--- config.mk ---
export PLATFORM = sky130hd
export DESIGN_NAME = trim_reg_target
export DESIGN_NICKNAME = d
export VERILOG_FILES = /design/src/rtl/trim_i2c_pkg.sv /design/src/rtl/i2c_pin_sync.sv /design/src/rtl/i2c_byte_engine.sv /design/src/rtl/trim_regfile.sv /design/src/rtl/trim_reg_target.sv
export SDC_FILE = /design/constraint.sdc
export NUM_CORES = 1
export LEC_CHECK = 0
export ABC_AREA = 1
export BUFFER_PORTS_ARGS = -buffer_cell sky130_fd_sc_hd__clkbuf_2
export CAP_MARGIN = 10
export CORE_MARGIN = 2
export CORE_UTILIZATION = 40
export CTS_CLUSTER_DIAMETER = 80
export DETAILED_ROUTE_END_ITERATION = 10
export PLACE_DENSITY = 0.67
export SLEW_MARGIN = 20
export SYNTH_ARGS = -nofsm -noshare
export SYNTH_HDL_FRONTEND = slang
export SYNTH_SLANG_ARGS = --single-unit
--- constraint.sdc ---
create_clock -name clk -period 2.4 [get_ports clk]
set_input_delay 0.36 -clock clk [delete_from_list [all_inputs] [get_ports clk]]
set_output_delay 0.36 -clock clk [all_outputs]
set_load 0.02 [all_outputs]
--- src/rtl/trim_i2c_pkg.sv ---
package trim_i2c_pkg;

    localparam logic [7:0] FWD_LAST = 8'h1A;
    localparam logic [7:0] TGT_BASE = 8'h20;
    localparam logic [7:0] DAC_BASE = 8'h30;
    localparam logic [7:0] EN_ADDR  = 8'h38;
    localparam logic [7:0] RSV_ADDR = 8'h39;
    localparam logic [7:0] POL_ADDR = 8'h3A;

    typedef enum logic [2:0] {
        BS_IDLE,
        BS_RX,
        BS_ACK,
        BS_TX,
        BS_MACK
    } bus_state_e;

    typedef enum logic [1:0] {
        PH_DEV,
        PH_REG,
        PH_DATA,
        PH_DONE
    } frame_phase_e;

    typedef struct packed {
        logic        atten;
        logic [11:0] code;
    } target_t;

    typedef struct packed {
        logic start;
        logic stop;
        logic scl_rise;
        logic scl_fall;
        logic sda;
        logic scl;
    } bus_ev_t;

    function automatic logic is_fwd(input logic [7:0] a);
        return a <= FWD_LAST;
    endfunction

endpackage

--- src/rtl/i2c_pin_sync.sv ---
module i2c_pin_sync #(
    parameter int unsigned FILT_LEN = 3
) (
    input  logic clk,
    input  logic rst,
    input  logic pin_i,
    output logic level_o
);
    localparam int unsigned CW = $clog2(FILT_LEN + 1);

    logic [1:0]    meta;
    logic          filt;
    logic [CW-1:0] cnt;

    always_ff @(posedge clk) begin
        if (rst) begin
            meta <= 2'b11;
            filt <= 1'b1;
            cnt  <= '0;
        end else begin
            meta <= {meta[0], pin_i};
            if (meta[1] == filt) begin
                cnt <= '0;
            end else if (cnt == CW'(FILT_LEN - 1)) begin
                filt <= meta[1];
                cnt  <= '0;
            end else begin
                cnt <= cnt + 1'b1;
            end
        end
    end

    assign level_o = filt;
endmodule

--- src/rtl/i2c_byte_engine.sv ---
module i2c_byte_engine
    import trim_i2c_pkg::*;
#(
    parameter logic [6:0] DEV_ADDR = 7'h20
) (
    input  logic       clk,
    input  logic       rst,
    input  bus_ev_t    ev,
    input  logic       wr_ok,
    input  logic       rd_ok,
    input  logic [7:0] rd_byte,
    output logic       sda_pull,
    output logic       ptr_stb,
    output logic       wdata_stb,
    output logic       rd_addr_stb,
    output logic [7:0] rx_byte
);
    bus_state_e   state;
    frame_phase_e phase;
    logic [3:0]   cnt;
    logic [7:0]   sh;
    logic         tx_next;

    logic byte_done, dev_match, ack_now;

    always_comb begin
        byte_done = (state == BS_RX) && ev.scl_fall && (cnt == 4'd8);
        dev_match = (sh[7:1] == DEV_ADDR);
        case (phase)
            PH_DEV:  ack_now = dev_match && (sh[0] ? rd_ok : wr_ok);
            PH_REG:  ack_now = 1'b1;
            PH_DATA: ack_now = 1'b1;
            default: ack_now = 1'b0;
        endcase
    end

    assign ptr_stb     = byte_done && (phase == PH_REG);
    assign wdata_stb   = byte_done && (phase == PH_DATA);
    assign rd_addr_stb = byte_done && (phase == PH_DEV) && dev_match && sh[0];
    assign rx_byte     = sh;

    always_ff @(posedge clk) begin
        if (rst) begin
            state    <= BS_IDLE;
            phase    <= PH_DEV;
            cnt      <= '0;
            sh       <= '0;
            tx_next  <= 1'b0;
            sda_pull <= 1'b0;
        end else if (ev.start) begin
            state    <= BS_RX;
            phase    <= PH_DEV;
            cnt      <= '0;
            sda_pull <= 1'b0;
        end else if (ev.stop) begin
            state    <= BS_IDLE;
            sda_pull <= 1'b0;
        end else begin
            case (state)
                BS_RX: begin
                    if (ev.scl_rise && cnt < 4'd8) begin
                        sh  <= {sh[6:0], ev.sda};
                        cnt <= cnt + 4'd1;
                    end
                    if (byte_done) begin
                        if (ack_now) begin
                            sda_pull <= 1'b1;
                            state    <= BS_ACK;
                            tx_next  <= (phase == PH_DEV) && sh[0];
                            case (phase)
                                PH_DEV:  phase <= PH_REG;
                                PH_REG:  phase <= PH_DATA;
                                default: phase <= PH_DONE;
                            endcase
                        end else begin
                            state <= BS_IDLE;
                        end
                    end
                end
                BS_ACK: begin
                    if (ev.scl_fall) begin
                        cnt <= '0;
                        if (tx_next) begin
                            sh       <= {rd_byte[6:0], 1'b0};
                            sda_pull <= ~rd_byte[7];
                            state    <= BS_TX;
                        end else begin
                            sda_pull <= 1'b0;
                            state    <= BS_RX;
                        end
                    end
                end
                BS_TX: begin
                    if (ev.scl_fall) begin
                        if (cnt == 4'd7) begin
                            sda_pull <= 1'b0;
                            state    <= BS_MACK;
                        end else begin
                            sda_pull <= ~sh[7];
                            sh       <= {sh[6:0], 1'b0};
                            cnt      <= cnt + 4'd1;
                        end
                    end
                end
                BS_MACK: begin
                    if (ev.scl_rise) state <= BS_IDLE;
                end
                default: ;
            endcase
        end
    end


    sda_low_scl_chk: assert property (@(posedge clk) disable iff (rst)
        $rose(sda_pull) |-> !ev.scl);


    start_release_chk: assert property (@(posedge clk) disable iff (rst)
        ev.start |=> !sda_pull);
endmodule

--- src/rtl/trim_regfile.sv ---
module trim_regfile
    import trim_i2c_pkg::*;
#(
    parameter int unsigned NCH      = 8,
    parameter logic [7:0]  DAC_INIT = 8'h80,
    parameter logic [7:0]  POL_INIT = 8'h00
) (
    input  logic              clk,
    input  logic              rst,
    input  logic              ptr_stb,
    input  logic              wdata_stb,
    input  logic              rd_addr_stb,
    input  logic [7:0]        rx_byte,
    output logic              wr_ok,
    output logic              rd_ok,
    output logic [7:0]        rd_byte,
    output logic              fwd_req,
    output logic              fwd_we,
    output logic [7:0]        fwd_addr,
    output logic [7:0]        fwd_wdata,
    input  logic              fwd_done,
    input  logic [7:0]        fwd_rdata,
    output logic [NCH-1:0]    en,
    output logic [NCH-1:0]    pol,
    output logic [NCH*8-1:0]  dac_flat,
    output logic [NCH*12-1:0] tgt_flat,
    output logic [NCH-1:0]    atten
);
    target_t    tgt [NCH];
    logic [7:0] dac [NCH];
    logic [7:0] ptr;
    logic       rd_valid;
    logic [7:0] rd_buf;
    logic [7:0] rd_local;

    for (genvar c = 0; c < NCH; c++) begin : g_flat
        assign dac_flat[c*8 +: 8]   = dac[c];
        assign tgt_flat[c*12 +: 12] = tgt[c].code;
        assign atten[c]             = tgt[c].atten;
    end

    always_comb begin
        rd_local = 8'h00;
        for (int c = 0; c < NCH; c++) begin
            if (ptr == 8'(TGT_BASE + 2*c))
                rd_local = {tgt[c].atten, 3'b000, tgt[c].code[11:8]};
            if (ptr == 8'(TGT_BASE + 2*c + 1))
                rd_local = tgt[c].code[7:0];
            if (ptr == 8'(DAC_BASE + c))
                rd_local = dac[c];
        end
        if (ptr == EN_ADDR)  rd_local = 8'(en);
        if (ptr == POL_ADDR) rd_local = 8'(pol);
    end

    assign wr_ok   = !fwd_req;
    assign rd_ok   = !fwd_req && (!is_fwd(ptr) || rd_valid);
    assign rd_byte = is_fwd(ptr) ? rd_buf : rd_local;

    always_ff @(posedge clk) begin
        if (rst) begin
            for (int c = 0; c < NCH; c++) begin
                tgt[c] <= '0;
                dac[c] <= DAC_INIT;
            end
            en        <= '0;
            pol       <= POL_INIT[NCH-1:0];
            ptr       <= '0;
            rd_valid  <= 1'b0;
            rd_buf    <= '0;
            fwd_req   <= 1'b0;
            fwd_we    <= 1'b0;
            fwd_addr  <= '0;
            fwd_wdata <= '0;
        end else begin
            if (fwd_req && fwd_done) begin
                fwd_req <= 1'b0;
                if (!fwd_we) begin
                    rd_buf   <= fwd_rdata;
                    rd_valid <= 1'b1;
                end
            end
            if (ptr_stb) begin
                ptr      <= rx_byte;
                rd_valid <= 1'b0;
            end
            if (wdata_stb) begin
                if (is_fwd(ptr)) begin
                    fwd_req   <= 1'b1;
                    fwd_we    <= 1'b1;
                    fwd_addr  <= ptr;
                    fwd_wdata <= rx_byte;
                end else begin
                    for (int c = 0; c < NCH; c++) begin
                        if (ptr == 8'(TGT_BASE + 2*c)) begin
                            tgt[c].atten      <= rx_byte[7];
                            tgt[c].code[11:8] <= rx_byte[3:0];
                        end
                        if (ptr == 8'(TGT_BASE + 2*c + 1))
                            tgt[c].code[7:0] <= rx_byte;
                        if (ptr == 8'(DAC_BASE + c))
                            dac[c] <= rx_byte;
                    end
                    if (ptr == EN_ADDR)  en  <= rx_byte[NCH-1:0];
                    if (ptr == POL_ADDR) pol <= rx_byte[NCH-1:0];
                end
            end
            if (rd_addr_stb && is_fwd(ptr)) begin
                if (rd_ok) begin
                    rd_valid <= 1'b0;
                end else if (!fwd_req && !rd_valid) begin
                    fwd_req  <= 1'b1;
                    fwd_we   <= 1'b0;
                    fwd_addr <= ptr;
                end
            end
        end
    end


    fwd_hold_chk: assert property (@(posedge clk) disable iff (rst)
        fwd_req && !fwd_done |=> fwd_req && $stable(fwd_addr) && $stable(fwd_we) && $stable(fwd_wdata));


    fwd_range_chk: assert property (@(posedge clk) disable iff (rst)
        fwd_req |-> fwd_addr <= FWD_LAST);


    rd_valid_src_chk: assert property (@(posedge clk) disable iff (rst)
        $rose(rd_valid) |-> $past(fwd_done));


    en_quiet_chk: assert property (@(posedge clk) disable iff (rst)
        !wdata_stb |=> $stable(en));


    rsv_zero_chk: assert property (@(posedge clk) disable iff (rst)
        ptr == RSV_ADDR |-> rd_byte == 8'h00);
endmodule

--- src/rtl/trim_reg_target.sv ---
module trim_reg_target
    import trim_i2c_pkg::*;
#(
    parameter logic [6:0]  DEV_ADDR = 7'h20,
    parameter int unsigned NCH      = 8,
    parameter int unsigned FILT_LEN = 3,
    parameter logic [7:0]  DAC_INIT = 8'h80,
    parameter logic [7:0]  POL_INIT = 8'h00
) (
    input  logic              clk,
    input  logic              rst,
    input  logic              scl_i,
    input  logic              sda_i,
    output logic              sda_pull_o,
    output logic              fwd_req_o,
    output logic              fwd_we_o,
    output logic [7:0]        fwd_addr_o,
    output logic [7:0]        fwd_wdata_o,
    input  logic              fwd_done_i,
    input  logic [7:0]        fwd_rdata_i,
    output logic [NCH-1:0]    chan_en_o,
    output logic [NCH-1:0]    chan_pol_o,
    output logic [NCH*8-1:0]  dac_code_o,
    output logic [NCH*12-1:0] tgt_code_o,
    output logic [NCH-1:0]    tgt_atten_o
);
    logic    scl_f, sda_f, scl_q, sda_q;
    bus_ev_t ev;
    logic    wr_ok, rd_ok, ptr_stb, wdata_stb, rd_addr_stb;
    logic [7:0] rd_byte, rx_byte;

    i2c_pin_sync #(.FILT_LEN(FILT_LEN)) i_scl_sync (
        .clk(clk), .rst(rst), .pin_i(scl_i), .level_o(scl_f));
    i2c_pin_sync #(.FILT_LEN(FILT_LEN)) i_sda_sync (
        .clk(clk), .rst(rst), .pin_i(sda_i), .level_o(sda_f));

    always_ff @(posedge clk) begin
        if (rst) begin
            scl_q <= 1'b1;
            sda_q <= 1'b1;
        end else begin
            scl_q <= scl_f;
            sda_q <= sda_f;
        end
    end

    always_comb begin
        ev.scl      = scl_f;
        ev.sda      = sda_f;
        ev.scl_rise = scl_f && !scl_q;
        ev.scl_fall = !scl_f && scl_q;
        ev.start    = scl_f && scl_q && sda_q && !sda_f;
        ev.stop     = scl_f && scl_q && !sda_q && sda_f;
    end

    i2c_byte_engine #(.DEV_ADDR(DEV_ADDR)) i_engine (
        .clk(clk), .rst(rst), .ev(ev),
        .wr_ok(wr_ok), .rd_ok(rd_ok), .rd_byte(rd_byte),
        .sda_pull(sda_pull_o), .ptr_stb(ptr_stb), .wdata_stb(wdata_stb),
        .rd_addr_stb(rd_addr_stb), .rx_byte(rx_byte));

    trim_regfile #(.NCH(NCH), .DAC_INIT(DAC_INIT), .POL_INIT(POL_INIT)) i_regs (
        .clk(clk), .rst(rst),
        .ptr_stb(ptr_stb), .wdata_stb(wdata_stb), .rd_addr_stb(rd_addr_stb),
        .rx_byte(rx_byte), .wr_ok(wr_ok), .rd_ok(rd_ok), .rd_byte(rd_byte),
        .fwd_req(fwd_req_o), .fwd_we(fwd_we_o), .fwd_addr(fwd_addr_o),
        .fwd_wdata(fwd_wdata_o), .fwd_done(fwd_done_i), .fwd_rdata(fwd_rdata_i),
        .en(chan_en_o), .pol(chan_pol_o), .dac_flat(dac_code_o),
        .tgt_flat(tgt_code_o), .atten(tgt_atten_o));
endmodule

==> results.json <==
{
  "synth_edf_count": 168,
  "yosysUniqueCellTypes": 45,
  "layout.nets": 1632,
  "clk_latency_ns": 0.54,
  "drt_iter0_drc": 1177,
  "power.share.sequential_pct": 51.9,
  "detail-route-antenna-nets": 0,
  "maxSlewViolCount": 0,
  "min_period_ns": 2.60,
  "chipWidth_um": 171,
  "cp-end-kind": "flop",
  "max_slew_margin_pct": 48.8,
  "dpl.hpwl_um": 27700,
  "area_growth_pct": 36.1,
  "fp.dieH_um": 171,
  "routedWlPerCell_um": 19.1,
  "tightest_slew_ns": 0.767,
  "violations": "negative setup slack",
  "arrival_ns": 3.03,
  "comb_power_share_pct": 4.4,
  "clock.fmax_mhz": 385,
  "cts.htree.levels": 1,
  "synth_seq_cells": 250,
  "leakage_nw": 6.56,
  "grt_max_degree": 33,
  "antenna_found_initial": 0,
  "vias_per_cell": 5.21,
  "power.density_nw_per_um2": 602,
  "boundaryPins": 216,
  "drt_first_pass_iters": 5,
  "gp_congestion": 0.925,
  "cts_buffer_depth": 3,
  "track_usage_pct": 25.1,
  "swShare_pct": 22.4,
  "skew_ns": 0.0103,
  "drt-total-wl_um": 38400,
  "synth_area_per_cell_um2": 8.97,
  "power.internal_mw": 7.11,
  "setup_viol": 105,
  "cts_tree": "yes",
  "rsz0062_at_grt": "yes",
  "portBuffers": 215,
  "synth_ff_type": "edfxtp_1",
  "ys_async_sr_fraction_pct": 0,
  "power_switching_mw": 2.05,
  "rows": 61,
  "grt_pass1_vias": 9656,
  "fin_util_pct": 55.0,
  "fin_hold_ws_ns": 0.0425,
  "grt_pass1_wl_um": 55300,
  "cts_root_buf": "clkbuf_16",
  "die-area_um2": 29300,
  "drc": 0,
  "synthCells": 1246,
  "clock_power_share_pct": 43.7,
  "drive_gt1_share_pct": 36.2,
  "grt-ovfl-total": 0,
  "vias": 10500,
  "ir_worst_vdd_mv": 0.533,
  "antenna_cells": 0,
  "synth_nets": 1268,
  "synth-seq-area-share_pct": 59.8,
  "critical_path_required_ns": 2.83,
  "core_um2": 27600,
  "ys_warn_count": 0,
  "start_util_pct": 40.4,
  "cap_violations": 0,
  "hold_viol_final": 0,
  "cts_buffers": 26,
  "hp-class": "primary input to flop",
  "synth_area_um2": 11200,
  "clock_sinks": 250,
  "crit_path_max_fanout": 7,
  "cp-start-kind": "flop",
  "path_clk_slew_ns": 0.06,
  "status": "complete, but fails checks",
  "fin_ws_ns": -0.201,
  "critPathKind": "flop to flop",
  "fin_crit_sh_pct": 108
}
[path summary, 6_finish.rpt]
path,startpoint,to,slack (ns),cells past startpoint
max,i_regs.ptr[7],i_engine.rx_byte[6],-0.20,18
min,fwd_rdata_i[5],i_regs.rd_buf[5],0.04,3
max reg2reg,i_regs.ptr[7],i_engine.rx_byte[6],-0.20,18
min reg2reg,i_sda_sync.meta[0],i_sda_sync.meta[1],0.41,1
[power groups by stage]
stage	logic, mW	clock network [mW]	registers [mW]
after global placement	0.386	0	4.85
after CTS	0.398	4.02	4.76
after floorplan	0.117	0	4.92
after global routing	0.433	4.20	4.76
final	0.405	4.00	4.76
after detailed placement	0.390	0	4.85
[cells in the final DEF (no fill, tap or decap), drive strengths merged, types with 19 or more instances in the layout]
cell type and instances:
nand3 64, a21oi 56, clkbuf 262, o21ai 59
edfxtp 168, or2 27, nor3 19, inv 158
dfxtp 82, nand4 21, nor2 234, nand2 270
buf 151
[through the flow]
step / area, um^2 / std cells / setup WS, ns / total power, mW / setup TNS [ns]
after floorplan: 11200 / 1246 / 0.0474 / 5.04 / 0
after global placement: 13500 / 1929 / -0.360 / 5.24 / -1.53
after detailed placement: 13500 / 1929 / -0.432 / 5.24 / -2.91
after CTS: 14700 / 1996 / -0.101 / 9.18 / -0.389
after global routing: 15200 / 2008 / -0.315 / 9.39 / -23.08
final: 15200 / 2008 / -0.201 / 9.16 / -5.99
[cell usage after synthesis (4+ instances only)]
library cell	n	area [um^2]
nand3_1	62	310
inv_2	9	33.8
clkbuf_1	21	78.8
buf_2	4	20.0
dfxtp_1	82	1640
o21ai_1	8	40.0
nor3_2	4	40.0
o211ai_1	4	30.0
or2_2	26	163
o21ai_0	51	255
nand2_1	266	998
inv_1	150	563
nor2_1	222	833
a22oi_1	8	60.1
nor2_2	9	56.3
a211oi_1	16	120
ha_1	9	113
clkinv_1	4	15.0
nand4_1	20	125
edfxtp_1	168	5040
a21oi_1	56	280
nor3_1	14	70.1
buf_4	4	30.0
[cell type report]
class | instances | area [um^2]
repair buffers | 368 | 2340
inverters | 163 | 626
clock buffers | 47 | 836
clock inverters | 1 | 5.00
multi-input cells | 801 | 4220
well taps | 378 | 473
flip-flops and latches | 250 | 6710
fillers | 2466 | 12400
[cell families after synthesis]
kind of cell,synth area share (%)
buffers and inverters,6.81
DFF,59.8
and+or+nand+nor,24.7
xor gates and xnor gates,0.0784
AOI/OAI and AO/OA,7.61
adders and majority gates,1.01
[worst max-delay path: stages, from the launching register on]
cell and delay, ns:
dfxtp_4 0.39, inv_4 0.05, nand2_4 0.08, nor2_2 0.04, buf_6 0.12, buf_4 0.15, nand2_4 0.08, buf_4 0.11
nand4_1 0.11, o21ai_2 0.09, nand4_1 0.17, a21oi_2 0.16, nand4_1 0.15, a21oi_2 0.19, nand3_2 0.11, a21oi_2 0.18
nand4_1 0.11, o211ai_1 0.10, a21oi_1 0.08
[sequential cells by signal (all words and copies together) (netlist names), 3 cells and up]
signal / cells
i_regs.tgt: 104
i_regs.dac: 64
i_engine.rx_byte: 8
i_regs.en: 8
i_regs.fwd_addr: 8
i_regs.fwd_wdata: 8
i_regs.pol: 8
i_regs.ptr: 8
i_regs.rd_buf: 8
i_engine.cnt: 4
i_engine.state: 3
[metal layers]
layer / vias up / share of wire (%) / routed length, um / global-route usage, %
met5: - / 0.16 / 60 / 1.74
met4: 2 / 3.8 / 1470 / 8.62
met3: 114 / 9.9 / 3790 / 5.34
met2: 569 / 47 / 18000 / 40.8
met1: 4960 / 39 / 15100 / 33.1
li1: 4823 / - / - / -
[repair_timing]
action	CTS	global route
resized for setup	75	115
pin swaps	25	56
endpoints found under the hold margin	2	0
hold buffers	2	0
endpoints found under the setup margin	48	262
cloned	0	2
setup buffers	18	10
(Power assumes the default switching activity.)
